[src/rtl/hsw_fault_pkg.sv]
package hsw_fault_pkg;
  typedef struct packed {
    logic pbSet;
    logic pbClr;
    logic fsSet;
  } faultStrb_t;
endpackage

[src/rtl/fault_qual_ctrl.sv]
module fault_qual_ctrl
  import hsw_fault_pkg::*;
#(
  parameter int PB_CYCLES = 400,
  parameter int SW        = 12,
  parameter int SENSE_THR = 16
) (
  input  logic          clk,
  input  logic          rstN,
  input  logic          gateOn,
  input  logic          gateHigh,
  input  logic          fbLow,
  input  logic [SW-1:0] senseData,
  input  logic          senseValid,
  output faultStrb_t    strb
);
  localparam int CW = $clog2(PB_CYCLES + 1);
  localparam logic [CW-1:0] CNT_TOP = CW'(PB_CYCLES);
  localparam logic [SW-1:0] THR = SW'(SENSE_THR);

  logic [CW-1:0] qualCnt;
  logic          qualify;

  // Gate must be above threshold and feedback low for the window to count.
  assign qualify = gateHigh & fbLow;

  always_ff @(posedge clk or negedge rstN) begin
    if (!rstN)                 qualCnt <= '0;
    else if (!qualify)         qualCnt <= '0;
    else if (qualCnt != CNT_TOP) qualCnt <= qualCnt + 1'b1;
  end

  always_comb begin
    strb.pbSet = qualify && (qualCnt == CNT_TOP);
    strb.pbClr = !fbLow;
    strb.fsSet = senseValid && !gateOn && (senseData >= THR);
  end

  // a power-bad strobe follows a cycle that also qualified
  a_r6_prior_qualify: assert property (@(posedge clk) disable iff (!rstN)
    strb.pbSet |-> $past(qualify));
  // a gate dip blocks a set on the following cycle
  a_r7_gate_block: assert property (@(posedge clk) disable iff (!rstN)
    !gateHigh |=> !strb.pbSet);
endmodule

[src/rtl/fault_flag_regs.sv]
module fault_flag_regs
  import hsw_fault_pkg::*;
(
  input  logic       clk,
  input  logic       rstN,
  input  faultStrb_t strb,
  input  logic       clearFault,
  output logic       pbStatus,
  output logic       pbFault,
  output logic       fsFault
);
  always_ff @(posedge clk or negedge rstN) begin
    if (!rstN) begin
      pbStatus <= 1'b0;
      pbFault  <= 1'b0;
      fsFault  <= 1'b0;
    end else begin
      if (strb.pbSet)      pbStatus <= 1'b1;
      else if (strb.pbClr) pbStatus <= 1'b0;

      if (strb.pbSet)      pbFault <= 1'b1;
      else if (clearFault) pbFault <= 1'b0;

      if (strb.fsSet)      fsFault <= 1'b1;
      else if (clearFault) fsFault <= 1'b0;
    end
  end

  // short strobe latches the fault
  a_r2_short_latch: assert property (@(posedge clk) disable iff (!rstN)
    strb.fsSet |=> fsFault);
  // status never rises without the latched fault
  a_r6_fault_with_status: assert property (@(posedge clk) disable iff (!rstN)
    $rose(pbStatus) |-> pbFault);
  // feedback recovery drops the live status
  a_r8_recover: assert property (@(posedge clk) disable iff (!rstN)
    (strb.pbClr && !strb.pbSet) |=> !pbStatus);
  // clear without a competing set empties the latches
  a_r9_clear: assert property (@(posedge clk) disable iff (!rstN)
    (clearFault && !strb.fsSet && !strb.pbSet) |=> (!fsFault && !pbFault));
endmodule

[src/rtl/hsw_fault_detect.sv]
module hsw_fault_detect
  import hsw_fault_pkg::*;
#(
  parameter int NCH       = 2,
  parameter int SW        = 12,
  parameter int SENSE_THR = 16,
  parameter int PB_CYCLES = 400
) (
  input  logic              clk,
  input  logic              rstN,
  input  logic [NCH-1:0]    gateOn,
  input  logic [NCH-1:0]    gateHigh,
  input  logic [NCH-1:0]    fbLow,
  input  logic [NCH*SW-1:0] senseData,
  input  logic [NCH-1:0]    senseValid,
  input  logic [NCH-1:0]    clearFault,
  output logic [NCH-1:0]    pbStatus,
  output logic [NCH-1:0]    pbFault,
  output logic [NCH-1:0]    fetShortFault,
  output logic [NCH-1:0]    pgPullLow
);
  for (genvar c = 0; c < NCH; c++) begin : g_ch
    faultStrb_t strb;

    fault_qual_ctrl #(
      .PB_CYCLES(PB_CYCLES), .SW(SW), .SENSE_THR(SENSE_THR)
    ) u_ctrl (
      .clk(clk), .rstN(rstN),
      .gateOn(gateOn[c]), .gateHigh(gateHigh[c]), .fbLow(fbLow[c]),
      .senseData(senseData[c*SW +: SW]), .senseValid(senseValid[c]),
      .strb(strb)
    );

    fault_flag_regs u_regs (
      .clk(clk), .rstN(rstN), .strb(strb), .clearFault(clearFault[c]),
      .pbStatus(pbStatus[c]), .pbFault(pbFault[c]), .fsFault(fetShortFault[c])
    );
  end

  // The pull-down follows the live power-bad status.
  assign pgPullLow = pbStatus;

  // nothing is flagged in the first cycle out of reset
  a_r1_reset_quiet: assert property (@(posedge clk)
    $rose(rstN) |-> (pbStatus == '0 && pbFault == '0 && fetShortFault == '0));
endmodule

[config.mk]
export PLATFORM = sky130hd
export DESIGN_NAME = hsw_fault_detect
export DESIGN_NICKNAME = d
export VERILOG_FILES = /design/src/rtl/hsw_fault_pkg.sv /design/src/rtl/fault_qual_ctrl.sv /design/src/rtl/fault_flag_regs.sv /design/src/rtl/hsw_fault_detect.sv
export SDC_FILE = /design/constraint.sdc
export NUM_CORES = 1
export LEC_CHECK = 0
export ABC_AREA = 1
export BUFFER_PORTS_ARGS = -buffer_cell sky130_fd_sc_hd__buf_2
export CORE_AREA = 5 5 62 92
export CTS_BUF_LIST = sky130_fd_sc_hd__clkbuf_2
export DETAILED_ROUTE_END_ITERATION = 12
export DIE_AREA = 0 0 67 97
export PLACE_DENSITY = 0.56
export SETUP_SLACK_MARGIN = 0.5
export SLEW_MARGIN = 25
export SYNTH_ARGS = -nofsm -noshare
export SYNTH_HDL_FRONTEND = slang
export SYNTH_HIERARCHICAL = 1
export SYNTH_SLANG_ARGS = --single-unit
[constraint.sdc]
create_clock -name clk -period 1.9 [get_ports clk]
set_clock_uncertainty 0.2 [all_clocks]
set_input_delay 0.38 -clock clk [delete_from_list [all_inputs] [get_ports clk]]
set_output_delay 0.38 -clock clk [all_outputs]
set_load 0.02 [all_outputs]
; ---- Yosys cells after proc, flatten, opt, wreduce, memory -nomap -nowiden
; Cells that the tools add are included.
[totals]
ff_bits = 24
in_bits = 36
output_inout_bits = 8
elab_cells = 48
[classes]
add_sub_neg = 2
n_lt_le_gt_ge = 2
n_mux = 14
n_eq_ne = 8
reduce_logical = 12
n_bitwise = 2
[op_table]
columns = operator, n
row1 = 9-bit 2-to-1 mux, 4
row2 = 12-bit by 5-bit >= comparator with 1-bit output (second input constant), 2
row3 = 9-bit by 1-bit adder with 9-bit output (second input constant), 2
row4 = 9-bit equality test (second input constant), 2
row5 = 9-bit inequality test (second input constant), 2
row6 = 1-bit 2-to-1 mux, 10
row7 = 2-bit nonzero test, 4
row8 = 1-bit logical AND, 6
row9 = 2-bit by 1-bit inequality test with 1-bit output (second input constant), 2
row10 = 2-bit inequality test (second input constant), 2
row11 = 1-bit AND, 2
row12 = 1-bit zero test, 2

; ---- Depth between registers and ports, before layout
; Gate-level depths: netlist (run 1).
[logic_depth]
ltp_word = 4
mapped_depth = 8
ltp_nobuf = 8

; ---- Cells and area by module
; The synthesis (run 1) kept the hierarchy.
[modules_own_cells]
columns = module, n_inst, seq_area_each_um2, cells_per_inst, area_per_inst_um2
row1 = fault_qual_ctrl, 2, 225.2, 91, 580.6
row2 = fault_flag_regs, 2, 75.1, 13, 112.6
row3 = hsw_fault_detect, 1, 0.0, 2, 15.0

; ---- Worst setup path before layout (run 1)
; Ideal clock, no wire load.
[synth_path]
path_type = register -> register
startpoint = reg g_ch[0].u_ctrl.qualCnt[0]
endpoint = reg g_ch[0].u_regs.pbFault
stages_incl_launch_ff = 9
setup_time_ns = 0.065
n_path_buf = 0
period_less_slack_ns = 1.266
arrival_ns = 1.001
t_required_ns = 1.635
slack_ns = 0.634
cell_sequence = dfrtp_1 inv_1 ha_1 nand2_1 nor2_1 nand2_1 nor2_1 inv_1 nand2_1
[synth_rtl]
columns = element, line_no
row1 = from (decl), fault_qual_ctrl.sv:21  ; logic [CW-1:0] qualCnt;
row2 = from (signal assigned), fault_qual_ctrl.sv:30  ; else if (qualCnt != CNT_TOP) qualCnt <= qualCnt + 1'b1;
row3 = to (signal assigned), fault_flag_regs.sv:15  ; pbFault <= 1'b0;
row4 = to (signal assigned), fault_flag_regs.sv:21  ; if (strb.pbSet) pbFault <= 1'b1;
row5 = to (signal assigned), fault_flag_regs.sv:22  ; else if (clearFault) pbFault <= 1'b0;
row6 = to (decl), fault_flag_regs.sv:9  ; output logic pbFault,

; ---- Final worst setup path (run 1)
[layout_path]
startpoint = reg g_ch[1].u_regs.pbStatus
endpoint = out pbStatus[1]
[layout_rtl]
columns = element, line_no
row1 = from (decl), fault_flag_regs.sv:8  ; output logic pbStatus,
row2 = from (signal assigned), fault_flag_regs.sv:14  ; pbStatus <= 1'b0;
row3 = from (signal assigned), fault_flag_regs.sv:18  ; if (strb.pbSet) pbStatus <= 1'b1;
row4 = from (signal assigned), fault_flag_regs.sv:19  ; else if (strb.pbClr) pbStatus <= 1'b0;
row5 = to (decl), hsw_fault_detect.sv:17  ; output logic [NCH-1:0] pbStatus,
; No word-level cell between the ends.

==> impl_metrics.tcl, run 1 <==
set metrics [dict create \
    max-vdd-ir-drop_mv 0.308 \
    crit_chain "buf_2" \
    clk_pin_slew_ns 0.24 \
    final_common_cell "nand2_1" \
    num_rows 31 \
    seq_power_share 0.540 \
    cts_root_buf "clkbuf_2" \
    die_h_um 97 \
    initial_utilization 0.294 \
    grt_pass1_wl_mm 5.02 \
    cts_tree "yes" \
    tightest_slew_ns 0.538 \
    syn-instance-count 210 \
    combPwrFrac 0.113 \
    cp-start-kind "flip-flop" \
    slew_viol_final 0 \
    dp_hpwl_mm 2.26 \
    critPathKind "flip-flop to output port" \
    layout_setup_ws_ns 0.363 \
    crit_arrival_ns 0.96 \
    min_path_type "primary input to flip-flop" \
    layout.nets 295 \
    grt_max_degree 25 \
    wire_per_inst_um 9.26 \
    drt_iter0_drc 41 \
    cp_top_family "flip-flops" \
    synth_cell_type_count 13 \
    critPathMaxFanout 3 \
    drive_gt1_frac 0.350 \
    hold_viol_final 0 \
    h-tree-depth 1 \
    drtAntennaViolNets 0 \
    coreArea_sq_mm 0.00477 \
    first_pass_iters 4 \
    highest_layer "met4" \
    cp_num_buf_inv 1 \
    swShare 0.225 \
    yosys_warnings 6 \
    num_antenna_cells 0 \
    pre_cts_ws_ns 0.502 \
    status "finished clean" \
    cp_slowest_cell "dfrtp_1" \
    synth-seq-cells 24 \
    fin_crit_sh 0.809 \
    met1_length_mm 1.15 \
    grt_antenna_before_repair 0 \
    yosysSeqAreaShare 0.429 \
    track_usage 0.0947 \
    die_x_um 67 \
    gp_congestion 0.834 \
    p_int_uw 756 \
    grt_setup_unrepaired "true" \
    setup_tns_ns 0 \
    max_stage_delay_ns 0.45 \
    syn_area_sq_mm 0.00140 \
    wl_met2_mm 1.73 \
    dieArea_sq_mm 0.00650 \
    drt-total-wl_mm 2.96 \
    cts_buffer_depth 2 \
    grt_pass1_vias 1273 \
    avgSynthCellArea_sq_um 6.67 \
    worstSkewPairLatency_ns 0.34 \
    syn-num-nets 250 \
    layout_common_cells "60 x nand2_1, 31 x inv_1, 29 x nor2_1, 29 x buf_2, 24 x dfrtp_1" \
    io_pins 44 \
    cp.required_ns 1.32 \
    p_per_area_mw_per_mm2 501 \
    cts_made_buffers 3 \
    pwr-share-clk 0.347 \
    cap_viol_max_count 0 \
    port_buffers 35 \
    total_switching_power_uw 220 \
    period_minus_slack_ns 1.54 \
    syn_to_final_growth_pct 38.9 \
    end_kind "output port" \
    overflow 0 \
    final-setup-viol-count 0 \
    cellLeakagePower_uw 0.00108 \
    vias 1341 \
    clock.fmax_mhz 650 \
    avgViaCountPerCell 4.19 \
    cts_sinks 24 \
    route.met3.wl_um 75 \
    slew_headroom 0.641 \
    drc 0 \
]
registers in the layout, indices dropped and copies added (netlist names):
name,cells
g_ch.u_ctrl/qualCnt,18
g_ch.u_regs/pbStatus,2
g_ch.u_regs/fsFault,2
g_ch.u_regs/pbFault,2
layer usage:
metal	global-route usage	up-vias
met3	0.0139	2
met5	0	-
met1	0.101	611
met2	0.180	12
met4	0.0313	0
li1	-	716
path summary, 6_finish.rpt:
check / startpoint / slack, ns / to / cells past startpoint
max in group asynchronous: rstN / 0.83 / g_ch[1].u_ctrl/qualCnt[5] / 2
min in group asynchronous: rstN / 0.30 / g_ch[0].u_ctrl/qualCnt[8] / 2
setup / recovery: g_ch[1].u_regs/pbStatus / 0.36 / pbStatus[1] / 1
hold / removal: clearFault[0] / 0.03 / g_ch[0].u_regs/fsFault / 4
hold reg to reg: g_ch[0].u_regs/fsFault / 0.33 / g_ch[0].u_regs/fsFault / 2
setup reg to reg: g_ch[0].u_ctrl/qualCnt[1] / 0.49 / g_ch[0].u_regs/pbFault / 8
synthesized netlist by cell type:
cell type / number / area [sq um]
a21oi_1: 6 / 30.0
buf_4: 2 / 15.0
dfrtp_1: 24 / 601
ha_1: 4 / 50.1
inv_1: 36 / 135
inv_2: 4 / 15.0
nand2_1: 66 / 248
nand2_2: 4 / 25.0
nand3_1: 16 / 80.1
nor2_1: 36 / 135
nor2_2: 6 / 37.5
o21ai_0: 2 / 10.0
o21ai_1: 4 / 20.0
kinds of logic (layout without fill, tap and decap cells):
logic type / count (synthesis) / after routing / share of synthesized area
AO/OA/AOI/OAI: 12 / 12 / 0.0429
adder cells (fa/ha/maj): 4 / 4 / 0.0357
buffers and inverters: 42 / 86 / 0.118
flip-flops: 24 / 24 / 0.429
AND/OR/NAND/NOR: 128 / 128 / 0.375
through the flow:
stage | area (sq um) | total power (uW) | hold WS [ns] | util | std cells
after floorplan | 1400 | 572 | -0.116 | - | 210
after CTS | 1780 | 981 | 0.00519 | 0.372 | 318
final | 1950 | 975 | 0.0349 | 0.408 | 320
after detailed placement | 1640 | 621 | 0.210 | 0.345 | 309
after global placement | 1640 | 620 | 0.209 | 0.345 | 309
after global routing | 1950 | 1020 | 0.0163 | 0.408 | 320
cell type report:
type,count,area (sq um)
clock buffers,3,15.0
clock inverters,1,30.0
fillers,505,2820
inverters,40,155
multi-input cells,144,791
flip-flops and latches,24,601
well taps,66,82.6
repair buffers,42,273
power by group through the flow:
stage	clock network, uW	logic [uW]	registers (uW)
2_1_floorplan	0	34.0	538
3_3_place_gp	0	85.8	534
3_5_place_dp	0	86.4	534
4_1_cts	356	97.8	527
5_1_grt	367	128	529
6_report	338	110	527
worst min-delay path, cell delays in order:
cell	delay, ns
buf_2	0.08
inv_1	0.04
nand2_1	0.05
nand2_1	0.04
repair_timing:
item,CTS,global route
setup buffers,2,2
endpoints found under the setup margin,12,23
gates resized for setup,15,42
pin swaps,2,18
hold endpoints to repair,26,0
hold buffers,3,0
Note: power is estimated with default switching activity, not from simulation.
==> inputs of run 2 (changes only) <==
Settings changed: PLACE_DENSITY 0.56 to 0.58.
Clock period 1.9 ns to 1.3 ns, I/O delays scaled along.
==> impl_metrics.tcl, run 2 (synthesis gave the netlist of run 1 again) <==
set metrics [dict create \
    status "finished, violations left" \
    violations "hold timing, setup timing" \
    rr_startpoint "g_ch[0].u_ctrl/qualCnt[0]" \
    drt_iter0_drc 39 \
    layout.nets 309 \
    h-tree-depth 1 \
    dieArea_sq_mm 0.00650 \
    overflow 0 \
    cts_buffer_depth 2 \
    die_h_um 97 \
    wire_per_inst_um 9.57 \
    p_per_area_mw_per_mm2 596 \
    cts-hold-fix-buffers 1 \
    period_minus_slack_ns 1.42 \
    cap_viol_max_count 0 \
    crit_arrival_ns 0.96 \
    track_usage 0.105 \
    avgViaCountPerCell 4.20 \
    max_stage_delay_ns 0.48 \
    coreArea_sq_mm 0.00477 \
    grt_antenna_before_repair 0 \
    syn_to_final_growth_pct 51.6 \
    first_pass_iters 4 \
    setup_tns_ns -1.52 \
    total_switching_power_uw 336 \
    rrSetupSlack_ns -0.07 \
    grt_setup_unrepaired "true" \
    grt_pass1_wl_mm 5.41 \
    place_area_sq_mm 0.00176 \
    num_rows 31 \
    cts_tree "yes" \
    stdcell_area_sq_mm 0.00212 \
    holdPathEnd "g_ch[0].u_regs/fsFault" \
    drc 0 \
    tightest_slew_ns 0.260 \
    combPwrFrac 0.159 \
    r2r_cells 8 \
    critPathMaxFanout 3 \
    cp_slowest_cell "dfrtp_1" \
    min_path_type "primary input to flip-flop" \
    grt_pass1_vias 1351 \
    worstHoldPathCells 4 \
    timing.hold.ws_ns -0.107 \
    cts_made_buffers 3 \
    io_pins 44 \
    cellLeakagePower_uw 0.00110 \
    seq_power_share 0.608 \
    layout_setup_ws_ns -0.123 \
    final-setup-viol-count 25 \
    worstSkewPairLatency_ns 0.34 \
    crit_chain "buf_6" \
    grt_max_degree 25 \
    port_buffers 35 \
    r2r_end "g_ch[0].u_regs/pbFault" \
    num_antenna_cells 0 \
    vias 1404 \
    pwr-share-clk 0.233 \
    cp.required_ns 0.84 \
    swShare 0.265 \
    max-vdd-ir-drop_mv 0.337 \
    worstHoldStart "gateOn[0]" \
    die_x_um 67 \
    cp_top_family "flip-flops" \
    dp_hpwl_mm 2.41 \
    end_kind "output port" \
    cp-start-kind "flip-flop" \
    cp_num_buf_inv 1 \
    drtAntennaViolNets 0 \
    final_common_cell "nand2_1" \
    drt-total-wl_mm 3.20 \
    slew_headroom 0.827 \
    hold_viol_final 6 \
    largest_reg_flops 18 \
    p_int_uw 931 \
    slew_viol_final 0 \
    layoutNonFillerInstCount 334 \
    dp.cells 318 \
    critPathKind "flip-flop to output port" \
    fin_crit_sh 1.09 \
    initial_utilization 0.294 \
    layout_common_cells "57 x nand2_1, 30 x inv_1, 27 x buf_2, 22 x nor2_1, 20 x dfrtp_1" \
    cts_root_buf "clkbuf_2" \
    clock.fmax_mhz 703 \
    clk_pin_slew_ns 0.23 \
    cts_sinks 24 \
    top_register "g_ch.u_ctrl/qualCnt" \
    finish.utilization 0.445 \
    drive_gt1_frac 0.459 \
    gp_congestion 0.821 \
]
-- run 2: through the flow --
step	power [uW]	setup slack (ns)	hold WS (ns)
after CTS	1280	-0.135	-0.125
after global placement	938	-0.0816	0.0123
after detailed placement	941	-0.115	0.0148
after global routing	1340	-0.191	-0.125
final	1270	-0.123	-0.107
after floorplan	843	0.0341	-0.236
-- run 2: final cells by class --
class,instances,area (sq um)
Tap cell,66,82.6
Fill cell,489,2650
Timing Repair Buffer,56,420
Multi-Input combinational cell,144,842
Clock buffer,3,15.0
Sequential cell,24,606
Clock inverter,1,3.75
Inverter,40,155
-- run 2: what timing repair did --
item                                    CTS  global route
pin swaps                                24            14
endpoints found under the setup margin   32            32
buffers inserted                          7             4
endpoints found under the hold margin    30             6
resized for setup                        46            30
-- run 2: how the worst max path moves through the flow --
stage | from | to | slack, ns | depth (start not counted)
after floorplan | g_ch[0].u_ctrl/qualCnt[0] | g_ch[0].u_regs/pbFault | 0.03 | 8
after global placement | g_ch[0].u_ctrl/qualCnt[0] | g_ch[0].u_regs/pbFault | -0.08 | 8
after detailed placement | g_ch[0].u_ctrl/qualCnt[0] | g_ch[0].u_regs/pbFault | -0.12 | 8
after CTS | g_ch[0].u_regs/pbStatus | pgPullLow[0] | -0.14 | 1
after global routing | g_ch[0].u_regs/pbStatus | pgPullLow[0] | -0.19 | 1
final | g_ch[0].u_regs/pbStatus | pgPullLow[0] | -0.12 | 1
-- run 2: layer usage --
metal | routed length [um] | global-route usage | vias up | share of wire
met1 | 1180 | 0.109 | 634 | 0.37
met4 | 52 | 0.0406 | 0 | 0.016
met3 | 102 | 0.0139 | 6 | 0.032
met5 | 0 | 0 | - | 0
met2 | 1860 | 0.199 | 21 | 0.58
li1 | - | - | 743 | -
-- run 2: power by group through the flow --
stage / Sequential, uW / Clock, uW / Combinational [uW]
floorplan: 788 / 0 / 55.0
global placement: 781 / 0 / 157
detailed placement: 781 / 0 / 160
CTS: 770 / 317 / 190
global route: 773 / 343 / 225
finish: 771 / 295 / 202
-- run 2: worst min-delay path: cells and delay by family --
kind                   cells  cell delay, ns
buffers and inverters      2            0.11
AND/OR/NAND/NOR            2            0.07
==> inputs of run 3 (changes only) <==
Settings changed: CELL_PAD_IN_SITES_DETAIL_PLACEMENT from default to 2, CELL_PAD_IN_SITES_GLOBAL_PLACEMENT from default to 2, CORE_AREA 5 5 62 92 to 5 5 68 100, DIE_AREA 0 0 67 97 to 0 0 73 105, PLACE_DENSITY 0.58 to 0.81.
==> impl_metrics.tcl, run 3 (synthesis gave the netlist of run 1 again) <==
set metrics [dict create \
    p_per_area_mw_per_mm2 585 \
    layout_common_cells "44 x nand2_1, 30 x buf_2, 26 x buf_4, 24 x inv_1, 19 x nand2_2" \
    grt_pass1_wl_mm 8.98 \
    drt-total-wl_mm 7.41 \
    h-tree-depth 1 \
    worstSkewPairLatency_ns 0.39 \
    r2r_cells 7 \
    coreArea_sq_mm 0.00579 \
    initial_utilization 0.242 \
    r2r_end "g_ch[1].u_ctrl/qualCnt[8]" \
    grt_setup_unrepaired "true" \
    tightest_slew_ns 0.307 \
    dieArea_sq_mm 0.00767 \
    io_pins 44 \
    end_kind "flip-flop" \
    cp-start-kind "flip-flop" \
    cellLeakagePower_uw 0.00121 \
    grt_max_degree 16 \
    status "finished, violations left" \
    track_usage 0.152 \
    stdcell_area_sq_mm 0.00242 \
    final.fill_count 666 \
    die_h_um 105 \
    seq_area_sq_um 613 \
    final_common_cell "nand2_1" \
    syn_to_final_growth_pct 72.5 \
    grt_antenna_before_repair 0 \
    cts_root_buf "clkbuf_2" \
    drtAntennaViolNets 0 \
    first_pass_iters 2 \
    min_path_type "primary input to async pin" \
    layout.nets 323 \
    port_buffers 35 \
    die_x_um 73 \
    num_antenna_cells 0 \
    max-vdd-ir-drop_mv 0.389 \
    critPathMaxFanout 3 \
    avgViaCountPerCell 4.68 \
    period_minus_slack_ns 1.61 \
    largest_reg_flops 18 \
    drc 0 \
    gp_congestion 0.747 \
    slew_viol_final 0 \
    cts_tree "yes" \
    layout_setup_ws_ns -0.309 \
    clock.fmax_mhz 621 \
    drive_gt1_frac 0.631 \
    fin_crit_sh 1.24 \
    overflow 0 \
    top_register "g_ch.u_ctrl/qualCnt" \
    clk_pin_slew_ns 0.31 \
    cp.required_ns 1.40 \
    critPathKind "flip-flop to flip-flop" \
    place_area_sq_mm 0.00179 \
    rr_startpoint "g_ch[1].u_ctrl/qualCnt[0]" \
    rrSetupSlack_ns -0.31 \
    drt_iter0_drc 31 \
    cap_viol_max_count 0 \
    timing.hold.ws_ns -0.520 \
    dp_hpwl_mm 3.64 \
    violations "hold timing, setup timing" \
    cts_made_buffers 3 \
    multi_input_area_sq_mm 0.00102 \
    cts_buffer_depth 2 \
    cts_sinks 24 \
    final-setup-viol-count 29 \
    num_rows 34 \
    vias 1656 \
    finalPower_uw 1410 \
    wire_per_inst_um 20.9 \
    crit_arrival_ns 1.71 \
    grt_pass1_vias 1798 \
    slew_headroom 0.795 \
    hold_viol_final 29 \
]
[run 3: changes by cell type in the layout (fill, tap and decap cells not counted), moves of 7 or more]
cell,previous run,this run
buf_4,13,26
nand2_1,57,44
nand2_2,11,19
nand3_1,11,4
nand3_2,3,10
[run 3: power by group]
group          internal (uW)  switching [uW]  leakage [uW]
Clock                   80.9             283     0.0000166
Combinational            130             144      0.000883
Sequential               762            15.2      0.000314
[run 3: worst max-delay path by stage]
stage,from,endpoint,slack (ns),cells past startpoint
2_1_floorplan,g_ch[0].u_ctrl/qualCnt[0],g_ch[0].u_regs/pbFault,0.03,8
3_3_place_gp,g_ch[1].u_ctrl/qualCnt[0],g_ch[1].u_regs/pbFault,-0.08,8
5_1_grt,g_ch[1].u_ctrl/qualCnt[0],g_ch[1].u_regs/pbStatus,-0.37,8
3_5_place_dp,g_ch[1].u_ctrl/qualCnt[0],g_ch[1].u_regs/pbFault,-0.16,8
6_report,g_ch[1].u_ctrl/qualCnt[0],g_ch[1].u_ctrl/qualCnt[8],-0.31,7
4_1_cts,g_ch[1].u_regs/pbStatus,pbStatus[1],-0.19,1
[run 3: final cells by class]
| class | count | share of cell area |
|---|---|---|
| clock buffers | 4 | 0.00828 |
| multi-input cells | 144 | 0.422 |
| repair buffers | 70 | 0.212 |
| flip-flops and latches | 24 | 0.254 |
| inverters | 40 | 0.0673 |
| well taps | 72 | 0.0373 |
[run 3: critical path: stages (launching register included)]
cell	delay [ns]
dfrtp_1	0.51
buf_6	0.13
ha_4	0.13
nand2_4	0.08
nor2_4	0.14
nand3_1	0.17
nand2_2	0.12
nor2_2	0.03
[run 3: what timing repair did]
item / 4_1_cts / 5_1_grt
endpoints found under the setup margin: 32 / 32
endpoints found under the hold margin: 30 / 29
buffers inserted: 10 / 13
resized for setup: 69 / 60
pin swaps: 25 / 20
[run 3: through the flow]
step           std cells   util  setup TNS (ns)  hold slack, ns  worst slack [ns]
6_report             354  0.418           -5.58          -0.520            -0.309
3_5_place_dp         327  0.310           -1.39         -0.0364            -0.161
2_1_floorplan        210      -               0          -0.236            0.0341
3_3_place_gp         327  0.310          -0.605         -0.0433           -0.0849
4_1_cts              341  0.369           -2.64          -0.498            -0.186
5_1_grt              354  0.418           -7.45          -0.568            -0.370
[run 3: routing by layer]
metal,vias up,wire length (um),global-route usage
met4,0,323,0.0554
li1,767,-,-
met2,30,4520,0.305
met1,839,2420,0.146
met3,20,143,0.0211
met5,-,0,0
